$ cat src/rtl/hdlcd_pkg.sv
package hdlcd_pkg;

    localparam int BYTE_W      = 8;
    localparam int CTRL_SPAN   = 32;
    localparam int CTRL_IDX_W  = $clog2(CTRL_SPAN);
    localparam int FCS_LEN     = 2;
    localparam logic [15:0] CRC_INIT = 16'hFFFF;
    localparam logic [15:0] CRC_GOOD = 16'hF0B8;
    localparam logic [15:0] CRC_POLY = 16'h8408;
    localparam logic [BYTE_W-1:0] ESC_XOR = 8'h20;

    typedef enum logic [1:0] {
        CK_DROP  = 2'd0,
        CK_DATA  = 2'd1,
        CK_FLAG  = 2'd2,
        CK_ABORT = 2'd3
    } chr_kind_t;

    typedef struct packed {
        logic too_short;
        logic aborted;
        logic crc_bad;
    } frm_stat_t;

    typedef struct packed {
        logic [BYTE_W-1:0] data;
        logic              last;
        frm_stat_t         stat;
    } beat_t;

    function automatic logic [15:0] crc16_byte(input logic [15:0] crc_in,
                                               input logic [BYTE_W-1:0] b);
        logic [15:0] c;
        c = crc_in ^ {8'h00, b};
        for (int k = 0; k < BYTE_W; k++) begin
            c = c[0] ? ((c >> 1) ^ CRC_POLY) : (c >> 1);
        end
        return c;
    endfunction

endpackage

$ cat src/rtl/hdlcd_classify.sv
module hdlcd_classify
    import hdlcd_pkg::*;
(
    input  logic                  clk,
    input  logic                  rst,
    input  logic [BYTE_W-1:0]     cfg_flag,
    input  logic [BYTE_W-1:0]     cfg_esc,
    input  logic [CTRL_SPAN-1:0]  cfg_map,
    input  logic                  take,
    input  logic [BYTE_W-1:0]     ch,
    output chr_kind_t             kind,
    output logic [BYTE_W-1:0]     byte_o
);

    logic esc_q;
    logic ctrl_sel;

    assign ctrl_sel = (ch[BYTE_W-1:CTRL_IDX_W] == '0) && cfg_map[ch[CTRL_IDX_W-1:0]];

    always_comb begin
        byte_o = ch;
        if (ch == cfg_flag) begin
            kind = esc_q ? CK_ABORT : CK_FLAG;
        end else if (esc_q) begin
            kind   = CK_DATA;
            byte_o = ch ^ ESC_XOR;
        end else if (ch == cfg_esc) begin
            kind = CK_DROP;
        end else if (ctrl_sel) begin
            kind = CK_DROP;
        end else begin
            kind = CK_DATA;
        end
    end

    always_ff @(posedge clk) begin
        if (rst) begin
            esc_q <= 1'b0;
        end else if (take) begin
            esc_q <= (ch != cfg_flag) && !esc_q && (ch == cfg_esc);
        end
    end


    esc_clear_chk: assert property (@(posedge clk) disable iff (rst)
        take && (ch == cfg_flag) |=> !esc_q);

endmodule

$ cat src/rtl/hdlcd_frame.sv
module hdlcd_frame
    import hdlcd_pkg::*;
#(
    parameter int MIN_LEN = 4
) (
    input  logic              clk,
    input  logic              rst,
    input  logic              take,
    input  chr_kind_t         kind,
    input  logic [BYTE_W-1:0] byte_i,
    output logic              emit,
    output beat_t             beat
);

    localparam int CNT_W   = $clog2(MIN_LEN + 1);
    localparam int HOLD_AT = FCS_LEN + 1;
    localparam logic [CNT_W-1:0] HOLD_V = CNT_W'(HOLD_AT);
    localparam logic [CNT_W-1:0] MIN_V  = CNT_W'(MIN_LEN);

    logic                          hunt;
    logic [CNT_W-1:0]              cnt;
    logic [15:0]                   crc;
    logic [BYTE_W-1:0]             pend;
    logic [FCS_LEN-1:0][BYTE_W-1:0] win;
    logic                          pend_ok;

    assign pend_ok = (cnt >= HOLD_V);

    always_comb begin
        emit = 1'b0;
        beat = '0;
        if (take && !hunt) begin
            case (kind)
                CK_DATA: begin
                    if (pend_ok) begin
                        emit      = 1'b1;
                        beat.data = pend;
                    end
                end
                CK_FLAG: begin
                    if (cnt != '0) begin
                        emit                = 1'b1;
                        beat.last           = 1'b1;
                        beat.data           = pend_ok ? pend : '0;
                        beat.stat.too_short = (cnt < MIN_V);
                        beat.stat.crc_bad   = (cnt >= MIN_V) && (crc != CRC_GOOD);
                    end
                end
                CK_ABORT: begin
                    emit              = 1'b1;
                    beat.last         = 1'b1;
                    beat.data         = pend_ok ? pend : '0;
                    beat.stat.aborted = 1'b1;
                end
                default: ;
            endcase
        end
    end

    always_ff @(posedge clk) begin
        if (rst) begin
            hunt <= 1'b1;
            cnt  <= '0;
            crc  <= CRC_INIT;
            pend <= '0;
            win  <= '0;
        end else if (take) begin
            case (kind)
                CK_DATA: begin
                    if (!hunt) begin
                        if (cnt != MIN_V) cnt <= cnt + 1'b1;
                        crc    <= crc16_byte(crc, byte_i);
                        pend   <= win[FCS_LEN-1];
                        win[0] <= byte_i;
                        for (int i = 1; i < FCS_LEN; i++) begin
                            win[i] <= win[i-1];
                        end
                    end
                end
                CK_FLAG, CK_ABORT: begin
                    hunt <= 1'b0;
                    cnt  <= '0;
                    crc  <= CRC_INIT;
                end
                default: ;
            endcase
        end
    end


    restart_chk: assert property (@(posedge clk) disable iff (rst)
        emit && beat.last |=> (cnt == '0) && (crc == CRC_INIT) && !hunt);


    hunt_quiet_chk: assert property (@(posedge clk) disable iff (rst)
        hunt |-> !emit);

endmodule

$ cat src/rtl/hdlcd_outreg.sv
module hdlcd_outreg
    import hdlcd_pkg::*;
(
    input  logic   clk,
    input  logic   rst,
    input  logic   emit,
    input  beat_t  beat_i,
    input  logic   out_ready,
    output logic   in_ready,
    output logic   out_valid,
    output beat_t  beat_o
);

    always_ff @(posedge clk) begin
        if (rst) begin
            out_valid <= 1'b0;
            beat_o    <= '0;
        end else if (emit) begin
            out_valid <= 1'b1;
            beat_o    <= beat_i;
        end else if (out_ready) begin
            out_valid <= 1'b0;
        end
    end

    assign in_ready = !out_valid || out_ready;


    hold_stable_chk: assert property (@(posedge clk) disable iff (rst)
        out_valid && !out_ready |=> out_valid && $stable(beat_o));


    status_on_last_chk: assert property (@(posedge clk) disable iff (rst)
        out_valid && !beat_o.last |-> (beat_o.stat == '0));


    status_onehot_chk: assert property (@(posedge clk) disable iff (rst)
        out_valid |-> $onehot0(beat_o.stat));

endmodule

$ cat src/rtl/hdlc_async_deframer.sv
module hdlc_async_deframer
    import hdlcd_pkg::*;
#(
    parameter int MIN_LEN = 4
) (
    input  logic                  clk,
    input  logic                  rst,
    input  logic [BYTE_W-1:0]     cfg_flag,
    input  logic [BYTE_W-1:0]     cfg_esc,
    input  logic [CTRL_SPAN-1:0]  cfg_ctrl_map,
    input  logic                  in_valid,
    input  logic [BYTE_W-1:0]     in_data,
    output logic                  in_ready,
    output logic                  out_valid,
    input  logic                  out_ready,
    output logic [BYTE_W-1:0]     out_data,
    output logic                  out_last,
    output logic [2:0]            out_status
);

    logic              take;
    chr_kind_t         kind;
    logic [BYTE_W-1:0] clean;
    logic              emit;
    beat_t             beat_new;
    beat_t             beat_out;

    assign take = in_valid && in_ready;

    hdlcd_classify u_class (
        .clk      (clk),
        .rst      (rst),
        .cfg_flag (cfg_flag),
        .cfg_esc  (cfg_esc),
        .cfg_map  (cfg_ctrl_map),
        .take     (take),
        .ch       (in_data),
        .kind     (kind),
        .byte_o   (clean)
    );

    hdlcd_frame #(.MIN_LEN(MIN_LEN)) u_frame (
        .clk    (clk),
        .rst    (rst),
        .take   (take),
        .kind   (kind),
        .byte_i (clean),
        .emit   (emit),
        .beat   (beat_new)
    );

    hdlcd_outreg u_out (
        .clk       (clk),
        .rst       (rst),
        .emit      (emit),
        .beat_i    (beat_new),
        .out_ready (out_ready),
        .in_ready  (in_ready),
        .out_valid (out_valid),
        .beat_o    (beat_out)
    );

    assign out_data   = beat_out.data;
    assign out_last   = beat_out.last;
    assign out_status = beat_out.stat;


    rise_needs_take_chk: assert property (@(posedge clk) disable iff (rst)
        $rose(out_valid) |-> $past(in_valid && in_ready));


    ready_when_free_chk: assert property (@(posedge clk) disable iff (rst)
        out_ready |-> in_ready);

endmodule

$ cat config.mk
export PLATFORM = sky130hd
export DESIGN_NAME = hdlc_async_deframer
export DESIGN_NICKNAME = d
export VERILOG_FILES = /design/src/rtl/hdlcd_pkg.sv /design/src/rtl/hdlcd_classify.sv /design/src/rtl/hdlcd_frame.sv /design/src/rtl/hdlcd_outreg.sv /design/src/rtl/hdlc_async_deframer.sv
export SDC_FILE = /design/constraint.sdc
export NUM_CORES = 1
export LEC_CHECK = 0
export BUFFER_PORTS_ARGS = -buffer_cell sky130_fd_sc_hd__buf_2
export CORE_ASPECT_RATIO = 0.5
export CORE_MARGIN = 2
export CORE_UTILIZATION = 45
export CTS_CLUSTER_DIAMETER = 60
export CTS_CLUSTER_SIZE = 12
export DETAILED_ROUTE_END_ITERATION = 8
export MAX_ROUTING_LAYER = met4
export PLACE_DENSITY_LB_ADDON = 0.12
export REMOVE_ABC_BUFFERS = 1
export SYNTH_ARGS = -nofsm -noshare
export SYNTH_HDL_FRONTEND = slang
export SYNTH_SLANG_ARGS = --single-unit
$ cat constraint.sdc
create_clock -name clk -period 3.6 [get_ports clk]
set_clock_uncertainty 0.2 [all_clocks]
set_input_delay 0.72 -clock clk [delete_from_list [all_inputs] [get_ports clk]]
set_output_delay 0.72 -clock clk [all_outputs]
set_load 0.01 [all_outputs]
Word-level counts from Yosys, hierarchy flattened
Index checks and enable logic that the tools add are counted.
{ "totals": {"reg_bits": 58, "input_bits": 60, "output_inout_bits": 14, "wordCells": 96} }
{ "op_classes": {"n_addsub": 1, "magnitude_cmp": 4, "n_eq_ne": 10, "muxes": 37, "n_bitwise": 11, "n_reduce_logical": 20} }
{ "ops": {"columns": ["operator", "count"], "rows": [
  ["$mux 16", 9],
  ["$pmux 16 s2", 1],
  ["$not 2->3", 8],
  ["$eq 8x8->1", 2],
  ["$ne 16x16->1 const B", 1],
  ["$pmux 8 s2", 1],
  ["$xor 16x8->16", 1],
  ["$mux 1", 12],
  ["$mux 12", 1],
  ["$mux 6", 2],
  ["$mux 10", 1],
  ["$mux 8", 1],
  ["$ne 8x8->1", 1],
  ["$logic_and 1x1->1", 6],
  ["$lt 5x6->1 const B", 1],
  ["$mux 2", 3],
  ["$mux 3", 2],
  ["$pmux 3 s2", 1],
  ["$reduce_and 3->1", 2],
  ["$bmux 1 s5", 1],
  ["$eq 2x2->1 const B", 2],
  ["$reduce_and 4->1", 1],
  ["$reduce_bool 2->1", 2],
  ["$reduce_or 2->1", 2],
  ["other kinds (16)", 19]
]} }

Logic depth before layout (Yosys ltp)
Gate-level depths: netlist of the first run.
{ "depth": {"ltp_word": 22, "mapped_depth": 11, "mapped_depth_nobuf": 7} }

Hierarchy
From an unflattened synthesis of the first run, not the netlist that was laid out.
{ "unflattened": {"cells_unflattened": 336, "area_unflattened_um2": 3045.4} }
{ "by_module_without_submodules": {"columns": ["mod", "instances", "cells_per_inst", "area_per_inst_um2", "seq_area_each_um2"], "rows": [
  ["hdlcd_frame", 1, 231, 1964.4, 880.8],
  ["hdlcd_classify", 1, 61, 598.1, 20.0],
  ["hdlcd_outreg", 1, 43, 476.7, 260.2],
  ["hdlc_async_deframer", 1, 1, 6.3, 0.0]
]} }

Least setup slack after synthesis of the first run
Ideal clock, no wire load.
{ "synth_path": {"kind": "input to register", "from": "input in_data[0]", "to": "register u_frame.crc[13]", "setup_time_ps": 122, "t_arrival_ps": 2484, "t_required_ps": 3278, "setup_slack_ps": 794, "stages": 8, "path_buffers": 2, "cell_sequence": "mux4_1 -> mux2i_1 -> nor2_1 -> o2111a_2 -> or3_1 -> buf_6 -> buf_8 -> mux2i_1"} }
{ "synth_between": {"elab_chain_cells": 14, "word_cells_on_any_way": 29, "cone_classes": "6 x eq/ne; 17 x mux; 2 x bitwise; 4 x reduce/logical"} }
{ "synth_lines": {"columns": ["item", "line", "text"], "rows": [
  ["from (decl)", "hdlc_async_deframer.sv:12", "input logic [BYTE_W-1:0] in_data,"],
  ["$eq 8x8->1", "hdlcd_classify.sv:22", "if (ch == cfg_flag) begin"],
  ["$mux 6", "hdlcd_classify.sv:22", null],
  ["$xor 16x8->16", "hdlcd_pkg.sv:34", "c = crc_in ^ {8'h00, b};"],
  ["$mux 16", "hdlcd_pkg.sv:36", "c = c[0] ? ((c >> 1) ^ CRC_POLY) : (c >> 1);"],
  ["$not 2->3 (no line)", null, null],
  ["$mux 16 (7 in series)", "hdlcd_pkg.sv:36", null],
  ["$mux 16", "hdlcd_frame.sv:70", "if (!hunt) begin"],
  ["$pmux 16 s2", "hdlcd_frame.sv:68", "case (kind)"],
  ["to (signal assigned)", "hdlcd_frame.sv:72", "crc <= crc16_byte(crc, byte_i);"],
  ["to (decl)", "hdlcd_frame.sv:22", "logic [15:0] crc;"]
]} }
Several ways; a longest one is shown, not always the timed one. The select of a mux whose other input is x is not followed.
A chain may end at the register's enable or synchronous reset.

Final worst setup path of the first run
{ "layout_path": {"from": "input in_data[0]", "to": "register u_frame.crc[11]"} }
{ "layout_between": {"elab_chain_cells": 13, "word_cells_on_any_way": 28, "cone_classes": "6 x eq/ne; 17 x mux; 1 x bitwise; 4 x reduce/logical"} }
{ "layout_lines": {"columns": ["item", "line"], "rows": [
  ["$eq 8x8->1", "hdlcd_classify.sv:22"],
  ["$mux 6", "hdlcd_classify.sv:22"],
  ["$xor 16x8->16", "hdlcd_pkg.sv:34"],
  ["$mux 16 (8 in series)", "hdlcd_pkg.sv:36"],
  ["$mux 16", "hdlcd_frame.sv:70"],
  ["$pmux 16 s2", "hdlcd_frame.sv:68"]
]} }
Several ways; a longest one is shown, not always the timed one. The select of a mux whose other input is x is not followed.

==> results.md, run 1 <==
Clock network:
- The count of cells resized by post-cts repair is 0.
- Counting along the longest clock path gives a buffer depth of 2.
- The post-CTS setup-driven buffer insertion count is 0.
- CTS saw 58 sinks.
- The clock transition time at the flip-flop clock pins of the worst setup and hold paths is 50 ps.
- The clock reaches the later pin of the worst-skew pair after between 300 and 400 ps.
- In this run, CTS created clock tree buffers numbering 9.
- The H-tree was split into 3 levels.
- The clock root buffer master is clkbuf_16.
- The hold buffer count at cts is 0.
- The clock tree from TritonCTS is done.

Synthesis:
- In this run, synthesis produced a sequential element count of 58.
- The Yosys step of the flow raised 0 warnings.
- The mapped netlist covers 0.00324 mm2.
- The number of synthesized flops with an enable pin is 0.
- A synthesized cell averages 8.96 um2.
- Sequential cells were found to cover 35.8% of the synthesized design area.
- Synthesis produced 362 cells.
- After synthesis, the share of flip-flops with an asynchronous set or reset is 0%.
- The number of distinct standard cells referenced by the synthesized netlist is between 40 and 50.
- For this run, the leading register cell type out of synthesis is dfxtp_1.

STA:
- Hold timing on the final database bottoms out at a slack of 264 ps.
- For the pin with the worst max-slew slack, the measured transition is 629 ps.
- Setup violations remaining at the end of the flow were counted as 0.
- The time the final worst path needs with I/O delays and setup is 2960 ps.
- The share of the cycle needed by the critical path after routing is 82.2%.
- The max-slew violation count is 0.
- Setup total negative slack on the finished layout was measured at 0 ps.
- The headroom to the max-slew limit is 57.9%.
- Static timing analysis puts the maximum clock frequency at 338 MHz.
- Setup repair after global routing left no endpoint under its margin.
- The hold violation total from the final report is 0.

Worst setup path:
- Along the worst path, the maximum fanout reaches 17.
- The sum of buffers and inverters on the critical path is 2.
- The slowest cell on the critical path is mux4_1.
- At the worst endpoint, the arrival time is ~3000 ps.
- The worst setup path is captured at a register.
- The signal on the critical path passes through buf_2 -> mux4_1 -> mux2i_1 -> nor2_1 -> o2111a_2 -> or3_1 -> buf_4 -> mux2i_1.
- The highest cell delay on the worst timing path is 590 ps.
- The most frequent cell on the critical path is mux2i_1.
- Broken down by cell family, the worst path's largest delay share belongs to multiplexers.
- The type of the setup path with the least slack is input port to register.
- At the worst endpoint, the required time is 3610 ps.
- STA classifies the critical path startpoint as an input port.

Global routing:
- The via count of the first global-routing pass is 2,632.
- Summed over all layers, the global routing overflow is 0.
- The number of antenna violations at the first check in global routing came to 0.
- Entering global routing, the biggest net connects 52 pins.
- The wire length of the first global-routing pass is 12.5 mm.
- The global-route usage over all layers is 21.2%.

Detailed routing:
- In the routed design, unresolved DRC markers number 0.
- The detailed router finished its first iteration with 165 violations.
- Before antenna repair, the detailed router went through 4 iterations.
- The mean routed wirelength per cell is 14.6 um.
- For this block, the via count after detailed routing is between 2,000 and 3,000.
- The count of nets left with antenna violations after detail routing is 0.
- After detailed routing, the number of vias per cell comes to 5.38.
- The total wirelength of the detailed-routed design is around 7.7 mm.

Job:
- The max-cap check violation count is 0.

Floorplan:
- Measured along the y axis, the die boundary spans 64.0 um.
- After floorplanning, the core was sized to cover just under 0.007 mm2.
- The I/O pin total is 74.
- The die extent in x is ~120 um.
- The starting density of the core is 47.5%.
- The die covers 0.00794 mm2.
- The initialized floorplan defines 21 standard-cell rows.

Worst hold path:
- The path class of the tightest hold or removal check is register to register.

Placement:
- The count of buffers inserted at the top-level ports is 73.
- The global placer's final weighted congestion is 0.871.
- The total half-perimeter wirelength after legalization and detailed placement is 5.69 mm.

Final layout:
- The fraction of the core area covered by cells at the end of the flow is 57.6%.
- The library cell used most frequently in the layout, excluding fill and tap cells, is buf_2.
- The repair_antennas step left the layout with diodes totalling 0.
- Compared with the post-synthesis result, the final layout area differs by 21.3%.
- The ratio of cells with drive above 1 in the final layout is 23.8%.
- The library cells used most frequently in the layout, excluding fill and tap cells, are buf_2, dfxtp_1, nor2_1.
- In the final design database the tool counted 492 nets.

Power:
- The leakage power total is approximately 1.7 nW.
- The worst-case IR drop observed on VDD is around 0.25 mV.
- Power spread over the standard cell area amounts to between 400 and 500 mW/mm2.

Outcome:
- The flow ran to the end, and the final reports show no timing, DRC or antenna violations.
## path summary, 6_finish.rpt
kind                               start                           end  slack, ps  cells after the start
min          u_frame.win[9]$_SDFFE_PP0P_  u_frame.pend[1]$_SDFFE_PP0P_        260                      2
min reg2reg  u_frame.win[9]$_SDFFE_PP0P_  u_frame.pend[1]$_SDFFE_PP0P_        260                      2
max                           in_data[0]  u_frame.crc[11]$_SDFFE_PP1P_        640                      8
max reg2reg   u_class.esc_q$_SDFFE_PP0P_   u_frame.crc[7]$_SDFFE_PP1P_       1130                      6
## report_power, final
| part | leakage (nW) | switching, W | internal (W) | total [W] |
|---|---|---|---|---|
| Sequential | 0.468 | 0.000000400 | 0.000644 | 0.000644 |
| Combinational | 1.09 | 0.0000846 | 0.0000784 | 0.000163 |
| Clock | 0.137 | 0.000283 | 0.000511 | 0.000794 |
| Total | 1.70 | 0.000368 | 0.00123 | 0.00160 |
## flip-flops by register name, summed over array words and instances, names as in the netlist
register         flops
u_out.beat_o        12
u_frame.win         16
u_frame.crc         16
u_class.esc_q        1
u_frame.pend         8
u_frame.hunt         1
u_frame.cnt          3
u_out.out_valid      1
## worst min-delay path, delay by kind of cell (launching register included)
family	cells	cell delay (ps)
simple gates	1	60
flops	1	300
mux	1	60
## routing by layer
metal	vias up	wire length, um	part of all wire, %	global-route usage (%)
met2	41	3790	49	33.6
met3	12	285	3.7	5.89
met1	1355	3480	45	25.9
li1	1411	-	-	-
met4	0	118	1.5	8.01
met5	-	0	0	-
## stage by stage
stage | worst slack, ps | cells | area (um2) | power (W)
finish | 639 | 524 | 3930 | 0.00160
global route | 539 | 524 | 3930 | 0.00167
CTS | 649 | 524 | 3930 | 0.00162
detailed placement | 301 | 510 | 3650 | 0.000819
global placement | 370 | 510 | 3650 | 0.000817
floorplan | 595 | 337 | 3110 | 0.000747
## synth_stat cells (2+ instances only)
library cell	n	share of area, %
dfxtp_1	58	36
nor2_1	40	4.6
mux2i_1	38	12
xnor2_1	29	7.8
nand2b_1	22	4.2
nand3_1	22	3.4
a21oi_1	18	2.8
o21ai_0	18	2.8
clkbuf_1	15	1.7
inv_1	13	1.5
xor2_1	12	3.2
o32ai_1	11	3.0
buf_2	7	1.1
nand2_1	6	0.69
nand4_1	5	0.96
a211oi_1	4	0.93
nor3_1	4	0.62
a41o_1	3	0.93
ha_1	3	1.2
a21o_1	2	0.46
and4_1	2	0.54
buf_6	2	0.69
mux4_1	2	1.6
mux4_2	2	1.4
nand4b_1	2	0.54
nor2b_1	2	0.39
or3_1	2	0.39
## layout make-up
cell class              instances  area [um2]
inverters                      13        48.8
clock inverters                 2        12.5
flip-flops and latches         58        1160
clock buffers                  12         267
multi-input cells             266        1900
fillers                       616        2900
well taps                      92         115
repair buffers                 81         425
## cells by family (layout without fill, tap and decap cells)
family | count (synthesis) | in the layout | share of synthesized area (%)
and+or+nand+nor | 118 | 118 | 19.1
AOI/OAI and AO/OA | 62 | 62 | 12.7
DFF | 58 | 58 | 35.8
muxes | 42 | 42 | 14.7
xor gates and xnor gates | 41 | 41 | 11.1
buffers and inverters | 38 | 108 | 5.48
adders and majority gates | 3 | 3 | 1.16
(Power assumes the default switching activity.)
==> inputs of run 2 (changes only) <==
--- a/config.mk
+++ b/config.mk
@@ -5,6 +5,7 @@
 export SDC_FILE = /design/constraint.sdc
 export NUM_CORES = 1
 export LEC_CHECK = 0
+export ABC_AREA = 1
 export BUFFER_PORTS_ARGS = -buffer_cell sky130_fd_sc_hd__buf_2
 export CORE_ASPECT_RATIO = 0.5
 export CORE_MARGIN = 2
==> constraint.sdc (replaced) <==
create_clock -name clk -period 2.75 [get_ports clk]
set_clock_uncertainty 0.2 [all_clocks]
set_input_delay 0.55 -clock clk [delete_from_list [all_inputs] [get_ports clk]]
set_output_delay 0.55 -clock clk [all_outputs]
set_load 0.01 [all_outputs]
==> run 2 against run 1 <==
  * Non-clock buffer count is 6 higher
  * Synthesized cell count is 40% higher
  * First-iteration DRC count is 22% higher
  * Critical path depth is 10 higher
  * Final area is 4.4% higher
  * Synthesized area is 3.0% higher
  * Utilization is 1.1 points lower
  * Worst hold slack worse by 26 ps
  * Power is 35% higher
  * Wire length is 3.3% higher
  * Flip-flop and latch count stayed put
  * Sequential power is 32% higher
  * Critical path type unchanged
  * Highest routed layer unchanged
==> results.md, run 2 <==
Outcome:
- Status: completed (unchanged).

Worst hold path:
- The type of the most critical hold path was register to register (unchanged).
- The launch point of the worst hold path is u_frame.win[14]$_SDFFE_PP0P_ (was u_frame.win[9]$_SDFFE_PP0P_).

Detailed routing:
- The count of nets left with antenna violations after detail routing is 0 (unchanged).
- The total wirelength of the detailed-routed design is 7.92 mm (was 7.67 mm).
- The number of vias in the routed layout is 3,331 (was 2,819).
- The number of vias per cell after detailed routing is 4.93 (was 5.38).
- The number of design-rule violations left by the first detailed-router iteration is 201 (was 165).
- The mean routed wirelength per cell is 11.7 um (was 14.6 um).
- The number of remaining DRC errors is 0 (unchanged).
- The iteration count of the initial detailed-routing pass is 4 (unchanged).

Worst setup path:
- The slowest cell on the critical path is buf_4 (was mux4_1).
- The maximum fanout along the worst path was 12 (was 17).
- The startpoint kind of the worst setup timing path was an input port (unchanged).
- The most frequent cell on the critical path is nand2_1 (was mux2i_1).
- The arrival time reported for the critical path endpoint came to 2310 ps (was 2970 ps).
- The kind of capture point of the worst setup path is a register (unchanged).
- The origin of the critical flop-to-flop path is u_frame.crc[1]$_SDFFE_PP1P_ (was u_class.esc_q$_SDFFE_PP0P_).
- The highest cell delay on the worst timing path is 190 ps (was 590 ps).
- Series of cell instances along the critical path: buf_2 -> inv_2 -> nand2_1 -> nand2_1 -> nand2_1 -> nor2_1 -> nand2_4 -> buf_4 -> inv_1 -> nand2_1 -> nand2_1 -> inv_1 -> nand2_1 -> nand2_1 -> a21oi_1 -> o21ai_0 -> nand2_1 -> nand2_1 (was buf_2 -> mux4_1 -> mux2i_1 -> nor2_1 -> o2111a_2 -> or3_1 -> buf_4 -> mux2i_1).
- The required time at the endpoint of the critical path is 2770 ps (was 3610 ps).
- The source of the critical timing path is in_data[1] (was in_data[0]).
- The type of the setup path with the least slack is input port to register (unchanged).

Final layout:
- The finished layout cell area is 0.00411 mm2 (was 0.00393 mm2).
- The ratio of cells with drive above 1 in the final layout is 19.7% (was 23.8%).
- The layout overhead on the synthesized area is 22.9% (was 21.3%).
- The net count reported at finish is 638 (was 492).
- The final instance count without filler cells is 676 (was 524).
- The most frequent standard cell in the layout excluding fill and tap cells was nand2_1 (was buf_2).
- The number of fillers in the final layout is 754 (was 616).
- Regs by FF count: u_frame.crc x16, u_frame.win x16, u_out.beat_o x12 (unchanged).
- The count of inserted antenna diode cells was 0 (unchanged).
- Most frequent cells in the layout: nand2_1, buf_2, inv_1 (was buf_2, dfxtp_1, nor2_1).

STA:
- The maximum clock frequency is 436 MHz.
- The total setup violations reported at the end of the flow is 0 (unchanged).
- The worst-margin pin slew came to 475 ps (was 629 ps).
- Unrepaired setup endpoints after global routing: no (unchanged).
- The headroom to the max-slew limit is 68.1% (was 57.9%).
- The max-slew violation count was 0 (unchanged).
- The time the final worst path needs with I/O delays and setup is between 2000 and 2500 ps.
- The hold violation total from the final report came to 0 (unchanged).
- The share of the cycle needed by the critical path after routing is between 80% and 90%.
- The final setup TNS is 0 ps (unchanged).

Synthesis:
- The number of distinct standard cells referenced by the synthesized netlist is 26 (was 45).
- The portion of the post-synthesis area used by sequential elements is 34.8% (was 35.8%).
- The share of synthesized registers carrying an async set or reset is 0% (unchanged).
- The average instance area after synthesis is 6.62 um2 (was 8.96 um2).
- The most frequent cell after synthesis is nand2_1 (was dfxtp_1).
- The flip-flop cell with the highest count after synthesis is dfxtp_1 (unchanged).
- The cell count after synthesis is 505 (was 362).
- The number of storage elements in the synthesis netlist is 58 (unchanged).
- The area of the mapped netlist is 0.00334 mm2 (was 0.00324 mm2).
- Largest cells by area after synthesis: dfxtp_1, nand2_1, o21ai_0 (was dfxtp_1, mux2i_1, xnor2_1).
- The number of warnings issued by yosys is 0 (unchanged).
- The largest area contributor in the synthesized netlist was dfxtp_1 (unchanged).
- The proportion of netlist area held by the largest area contributor was 34.8% (was 35.8%).
- The number of synthesized flops with an enable pin is 0 (unchanged).
- Most used standard cells in the synthesized netlist: nand2_1, inv_1, dfxtp_1 (was dfxtp_1, nor2_1, mux2i_1).

Floorplan:
- The height of the die is 64.9 um (was 64.0 um).
- The starting density of the core came to 46.0% (was 47.5%).
- The area of the core region is 0.00727 mm2 (was 0.00683 mm2).
- The die extent in x is 126 um (was 124 um).
- The floorplan row count is 22 (was 21).
- The overall die area came to 0.00817 mm2 (was 0.00794 mm2).
- The I/O pin total was 74 (unchanged).

Placement:
- The global placer's final weighted congestion is 0.851 (was 0.871).
- The placed cell area is 0.00381 mm2 (was 0.00365 mm2).
- The total half-perimeter wirelength after legalization and detailed placement was 5.81 mm (was 5.69 mm).
- The total instance count after detailed placement is 660 (was 510).
- The count of buffers inserted at the top-level ports came to 73 (unchanged).

Clock network:
- The clock tree from TritonCTS is done (unchanged).
- The worst-case clock buffer depth is 2 (unchanged).
- The clock insertion delay at the later pin of the skew report came to 330 ps (about the same).
- The post-CTS setup-driven buffer insertion count is 0 (unchanged).
- The TritonCTS buffer count is 9 (unchanged).
- The number of H-tree branching levels was 3 (unchanged).
- The clock transition time at the flip-flop clock pins of the worst setup and hold paths is 50 ps (about the same).
- The clock root buffer master is clkbuf_16 (unchanged).
- The number of sinks handled by clock tree synthesis is 58 (unchanged).
- The hold buffer count at cts is 0 (unchanged).
- The count of cells resized by post-cts repair is 0 (unchanged).

Global routing:
- The wire length of the first global-routing pass is 13.9 mm (was 12.5 mm).
- The global route total overflow was 0 (unchanged).
- The pin count of the biggest net entering global routing is 48 (was 52).
- The via count of the first global-routing pass is 3,017 (was 2,632).
- The number of antenna violations at the first check in global routing was 0 (unchanged).
- The global-route usage over all layers is 21.8% (was 21.2%).

Job:
- The max-cap check violation count is 0 (unchanged).

Power:
- The peak supply drop was 0.276 mV (was 0.249 mV).
- The areal power density over the cells is 526 mW/mm2 (was 407 mW/mm2).
- The post-layout total power came to 0.00216 W (was 0.00160 W).
- The leakage power total is 1.95 nW (was 1.70 nW).
run 2: changes by cell type after synthesis, sizes merged, moves of 7 or more:
cell / previous run / this run
nand2b: 22 / 0
a21oi: 18 / 45
buf: 10 / 18
mux2i: 38 / 0
inv: 13 / 65
o211ai: 0 / 10
xnor2: 29 / 9
o32ai: 11 / 0
nand4: 5 / 12
nand2: 7 / 120
nand3: 22 / 45
o21ai: 18 / 50
run 2: cells by family after synthesis:
group	synth area share (%)
flops	34.8
buf+inv	12.2
fa+ha+maj	1.12
xor+xnor	6.82
compound gates	16.5
simple gates	28.6
run 2: critical path, delay by kind of cell:
kind / cells / cell delay [ps]
AOI/OAI and AO/OA: 2 / 210
buffers and inverters: 5 / 690
and+or+nand+nor: 11 / 880
run 2: area by class of cell:
class                   instances  area (um2)  area share (%)
multi-input cells             353        1770            43.2
flip-flops and latches         58        1160            28.3
repair buffers                 87         508            12.4
inverters                      66         248            6.03
clock buffers                  11         243            5.91
well taps                      96         120            2.93
clock inverters                 5        53.8            1.31
run 2: layer usage:
layer / GRT usage [%] / wire (um) / vias up
met3: 6.44 / 433 / 11
met1: 27.7 / 3900 / 1473
met5: - / 0 / -
li1: - / - / 1774
met2: 33.6 / 3470 / 73
met4: 7.28 / 116 / 0
run 2: report_power, final:
group | internal [W] | switching (W)
sequential | 0.000844 | 0.00000262
combinational | 0.0000880 | 0.000122
clock | 0.000721 | 0.000381
total | 0.00165 | 0.000505
run 2: worst paths after layout:
check / end / slack (ps) / cells past startpoint
min reg2reg: u_frame.win[14]$_SDFFE_PP0P_ / 240 / 2
max reg2reg: u_frame.crc[1]$_SDFFE_PP1P_ / 890 / 10
min: u_frame.win[14]$_SDFFE_PP0P_ / 240 / 2
max: u_frame.crc[1]$_SDFFE_PP1P_ / 460 / 18
run 2: stage by stage:
| stage | hold WS [ps] | util (%) | setup slack, ps |
|---|---|---|---|
| final | 238 | 56.5 | 458 |
| after floorplan | 222 | - | -241 |
| after global placement | 229 | 52.4 | 150 |
| after CTS | 241 | 56.5 | 475 |
| after global routing | 259 | 56.5 | 205 |
| after detailed placement | 234 | 52.4 | 135 |
==> inputs of run 3 (changes only) <==
==> constraint.sdc (replaced) <==
create_clock -name clk -period 1.95 [get_ports clk]
set_clock_uncertainty 0.2 [all_clocks]
set_input_delay 0.39 -clock clk [delete_from_list [all_inputs] [get_ports clk]]
set_output_delay 0.39 -clock clk [all_outputs]
set_load 0.01 [all_outputs]
==> run 3 against run 2 <==
  * Worst hold slack got worse by 10 ps
  * Flip-flop and latch count unchanged
  * Critical path depth decreased by 4
  * Via count increased by 9.6%
  * First-iteration DRC count increased by 20%
  * Final area increased by 18%
  * Count of clock-buffer cells in the layout increased by 1
  * Setup slack got worse by 410 ps
  * Clock power increased by 59%
==> results.md, run 3 (same netlist as run 2, synthesis figures left out) <==
Outcome:
- Status: completed (unchanged).

Worst setup path:
- The slowest cell on the critical path is o211ai_1 (was buf_4).
- The arrival time reported for the critical path endpoint was 1950 ps (was 2310 ps).
- The depth of the worst register-to-register path is 10 (unchanged).
- The highest cell delay on the worst timing path is 200 ps (was 190 ps).
- The maximum fanout along the worst path is 7 (was 12).
- The gate family responsible for the most delay along the worst path is simple AND/OR/NAND/NOR gates (unchanged).
- The type of the setup path with the least slack is input port to register (unchanged).
- The kind of capture point of the worst setup path is a register (unchanged).
- The required time at the endpoint of the critical path is 2000 ps (was 2770 ps).
- The sum of buffers and inverters on the critical path is 4 (was 5).
- The total stage count of the critical path was 14 (was 18).
- The startpoint kind of the worst setup timing path is an input port (unchanged).
- Series of cell instances along the critical path: buf_12 -> buf_12 -> xor2_1 -> nor2_1 -> nand2_1 -> nor2_2 -> nand3_4 -> nand2_4 -> nor2_4 -> nand2_4 -> nand2_8 -> buf_6 -> buf_6 -> o211ai_1 (was buf_2 -> inv_2 -> nand2_1 -> nand2_1 -> nand2_1 -> nor2_1 -> nand2_4 -> buf_4 -> inv_1 -> nand2_1 -> nand2_1 -> inv_1 -> nand2_1 -> nand2_1 -> a21oi_1 -> o21ai_0 -> nand2_1 -> nand2_1).

Power:
- The peak supply drop is 0.418 mV (was 0.276 mV).
- The internal cell power came to 0.00258 W (was 0.00165 W).
- The leakage power total is 2.32 nW (was 1.95 nW).
- The part of the total power dissipated in combinational logic is 12.3% (was 9.7%).
- The net switching component of the power is 0.000775 W (was 0.000505 W).
- The areal power density over the cells is 690 mW/mm2 (was 526 mW/mm2).
- The power share of the clock group is 52.1% (was 51.1%).
- The sequential power share is 35.5% (was 39.2%).
- The switching power share of the total is 23.1% (was 23.4%).

STA:
- Unrepaired setup endpoints after global routing: yes (was no).
- The hold violation total from the final report is 0 (unchanged).
- The worst setup margin is 47.2 ps (was 458 ps).
- The worst path uses between 90 and 100% of the clock period.
- The headroom to the max-slew limit came to 75.7% (was 68.1%).
- The total setup violations reported at the end of the flow is 0 (unchanged).
- The worst-margin pin slew was 362 ps (was 475 ps).
- The max-slew violation count is 0 (unchanged).
- Static timing analysis puts the maximum clock frequency at 526 MHz.
- The worst hold margin is 227 ps (was 238 ps).
- Counting I/O delays and the setup requirement, the final critical path takes approximately 1900 ps.

Detailed routing:
- The number of vias in the routed layout came to 3,650 (was 3,331).
- The count of nets left with antenna violations after detail routing is 0 (unchanged).
- The number of vias per cell after detailed routing came to 5.06 (was 4.93).
- The mean routed wirelength per cell is 13.0 um (was 11.7 um).
- The iteration count of the initial detailed-routing pass was 4 (unchanged).
- The number of design-rule violations left by the first detailed-router iteration came to 241 (was 201).
- The number of remaining DRC errors is 0 (unchanged).
- The total wirelength of the detailed-routed design came to 9.40 mm (was 7.92 mm).

Final layout:
- The final instance count without filler cells came to 721 (was 676).
- The fraction of the core area covered by cells at the end of the flow is 66.9% (was 56.5%).
- The finished layout cell area is 0.00486 mm2 (was 0.00411 mm2).
- The net count reported at finish is 683 (was 638).
- The most frequent standard cell in the layout excluding fill and tap cells is nand2_1 (unchanged).
- The combined flip-flop and latch cell area is 0.00116 mm2 (unchanged).
- The footprint of the multi-input gates came to 0.00202 mm2 (was 0.00177 mm2).
- Most frequent cells in the layout: nand2_1, buf_2, inv_1, dfxtp_1, o21ai_0 (was nand2_1, buf_2, inv_1).
- The count of inserted antenna diode cells is 0 (unchanged).
- Regs by FF count: u_frame.crc x16, u_frame.win x16, u_out.beat_o x12 (unchanged).
- The number of fillers in the final layout is 628 (was 754).
- The ratio of cells with drive above 1 in the final layout was 32.0% (was 19.7%).
- The layout overhead on the synthesized area is 45.5% (was 22.9%).

Worst hold path:
- The hold-critical path depth came to 3 (was 2).
- The type of the most critical hold path was input port to register (was register to register).

Global routing:
- The fraction of met1 tracks used by global routing came to 29.0% (was 27.7%).
- The pin count of the biggest net entering global routing is 48 (unchanged).
- The routing usage on met3 is 6.11% (was 6.44%).
- The global-route usage over all layers is 23.0% (was 21.8%).
- The global routing met2 resource utilization is 37.2% (was 33.6%).
- The global route total overflow is 0 (unchanged).
- The layer carrying the most global-route usage is met2 (unchanged).
- The wire length of the first global-routing pass was 14.7 mm (was 13.9 mm).
- The via count of the first global-routing pass is 3,224 (was 3,017).
- The number of antenna violations at the first check in global routing was 0 (unchanged).

Floorplan:
- The floorplan row count is 22 (unchanged).
- The I/O pin total is 74 (unchanged).
- The overall die area is 0.00817 mm2 (unchanged).
- The die extent in x was 126 um (unchanged).
- The starting density of the core is 46.0% (unchanged).
- The area of the core region was 0.00727 mm2 (unchanged).
- The height of the die is 64.9 um (unchanged).

Placement:
- The placed cell area was 0.00405 mm2 (was 0.00381 mm2).
- The total instance count after detailed placement is 691 (was 660).
- The count of buffers inserted at the top-level ports came to 73 (unchanged).
- The total half-perimeter wirelength after legalization and detailed placement is 6.19 mm (was 5.81 mm).
- The global placer's final weighted congestion is 0.864 (was 0.851).
- The worst-case setup slack after placement was -446 ps (was 135 ps).

Clock network:
- The number of H-tree branching levels is 3 (unchanged).
- The clock root buffer master is clkbuf_16 (unchanged).
- The TritonCTS buffer count is 9 (unchanged).
- The clock transition time at the flip-flop clock pins of the worst setup and hold paths is 50 ps (about the same).
- The clock tree from TritonCTS is done (unchanged).
- The clock insertion delay at the later pin of the skew report is 330 ps (about the same).
- The number of sinks handled by clock tree synthesis is 58 (unchanged).
- The worst-case clock buffer depth is 2 (unchanged).
- The hold buffer count at cts is 0 (unchanged).

Job:
- The max-cap check violation count was 0 (unchanged).
==> run 3: per-stage QoR <==
stage	power [W]	TNS (ps)
floorplan	0.00138	-33240
global placement	0.00156	-20680
detailed placement	0.00156	-22030
CTS	0.00331	0
global route	0.00348	-502
finish	0.00335	0
==> run 3: worst min-delay path: stages <==
cell and delay (ps):
buf_4 140, o21ai_0 90, a21oi_1 100
==> run 3: power by group through the flow <==
stage | clock, W | combinational (W) | sequential, W
after floorplan | 0 | 0.000161 | 0.00122
after global placement | 0 | 0.000342 | 0.00122
after detailed placement | 0 | 0.000343 | 0.00122
after CTS | 0.00177 | 0.000347 | 0.00119
after global routing | 0.00183 | 0.000456 | 0.00119
final | 0.00175 | 0.000414 | 0.00119
==> run 3: worst paths after layout <==
| check | startpoint | endpoint | slack (ps) |
|---|---|---|---|
| setup reg to reg | u_out.out_valid$_SDFFE_PP0P_ | u_frame.crc[8]$_SDFFE_PP1P_ | 160 |
| hold reg to reg | u_frame.win[8]$_SDFFE_PP0P_ | u_frame.win[8]$_SDFFE_PP0P_ | 240 |
| setup / recovery | in_data[0] | u_frame.crc[6]$_SDFFE_PP1P_ | 50 |
| hold / removal | in_data[7] | u_frame.win[7]$_SDFFE_PP0P_ | 230 |
==> run 3: layer usage <==
layer | up-vias | routed length, um | part of all wire, %
met2 | 88 | 4310 | 46
met4 | 0 | 88 | 0.94
li1 | 1866 | - | -
met5 | - | 0 | 0
met1 | 1686 | 4540 | 48
met3 | 10 | 460 | 4.9
==> run 3: area by class of cell <==
type | count | area share, %
Tap cell | 96 | 2.47
Multi-Input combinational cell | 354 | 41.5
Timing Repair Buffer | 131 | 19.9
Sequential cell | 58 | 23.9
Clock buffer | 12 | 5.28
Inverter | 66 | 5.48
Clock inverter | 4 | 1.52
==> run 3: repair_timing <==
action	in CTS	in global routing
hold endpoints to repair	0	0
pin swaps	0	33
setup buffers	0	10
setup endpoints to repair	55	56
resized for setup	4	97
gates cloned	0	4
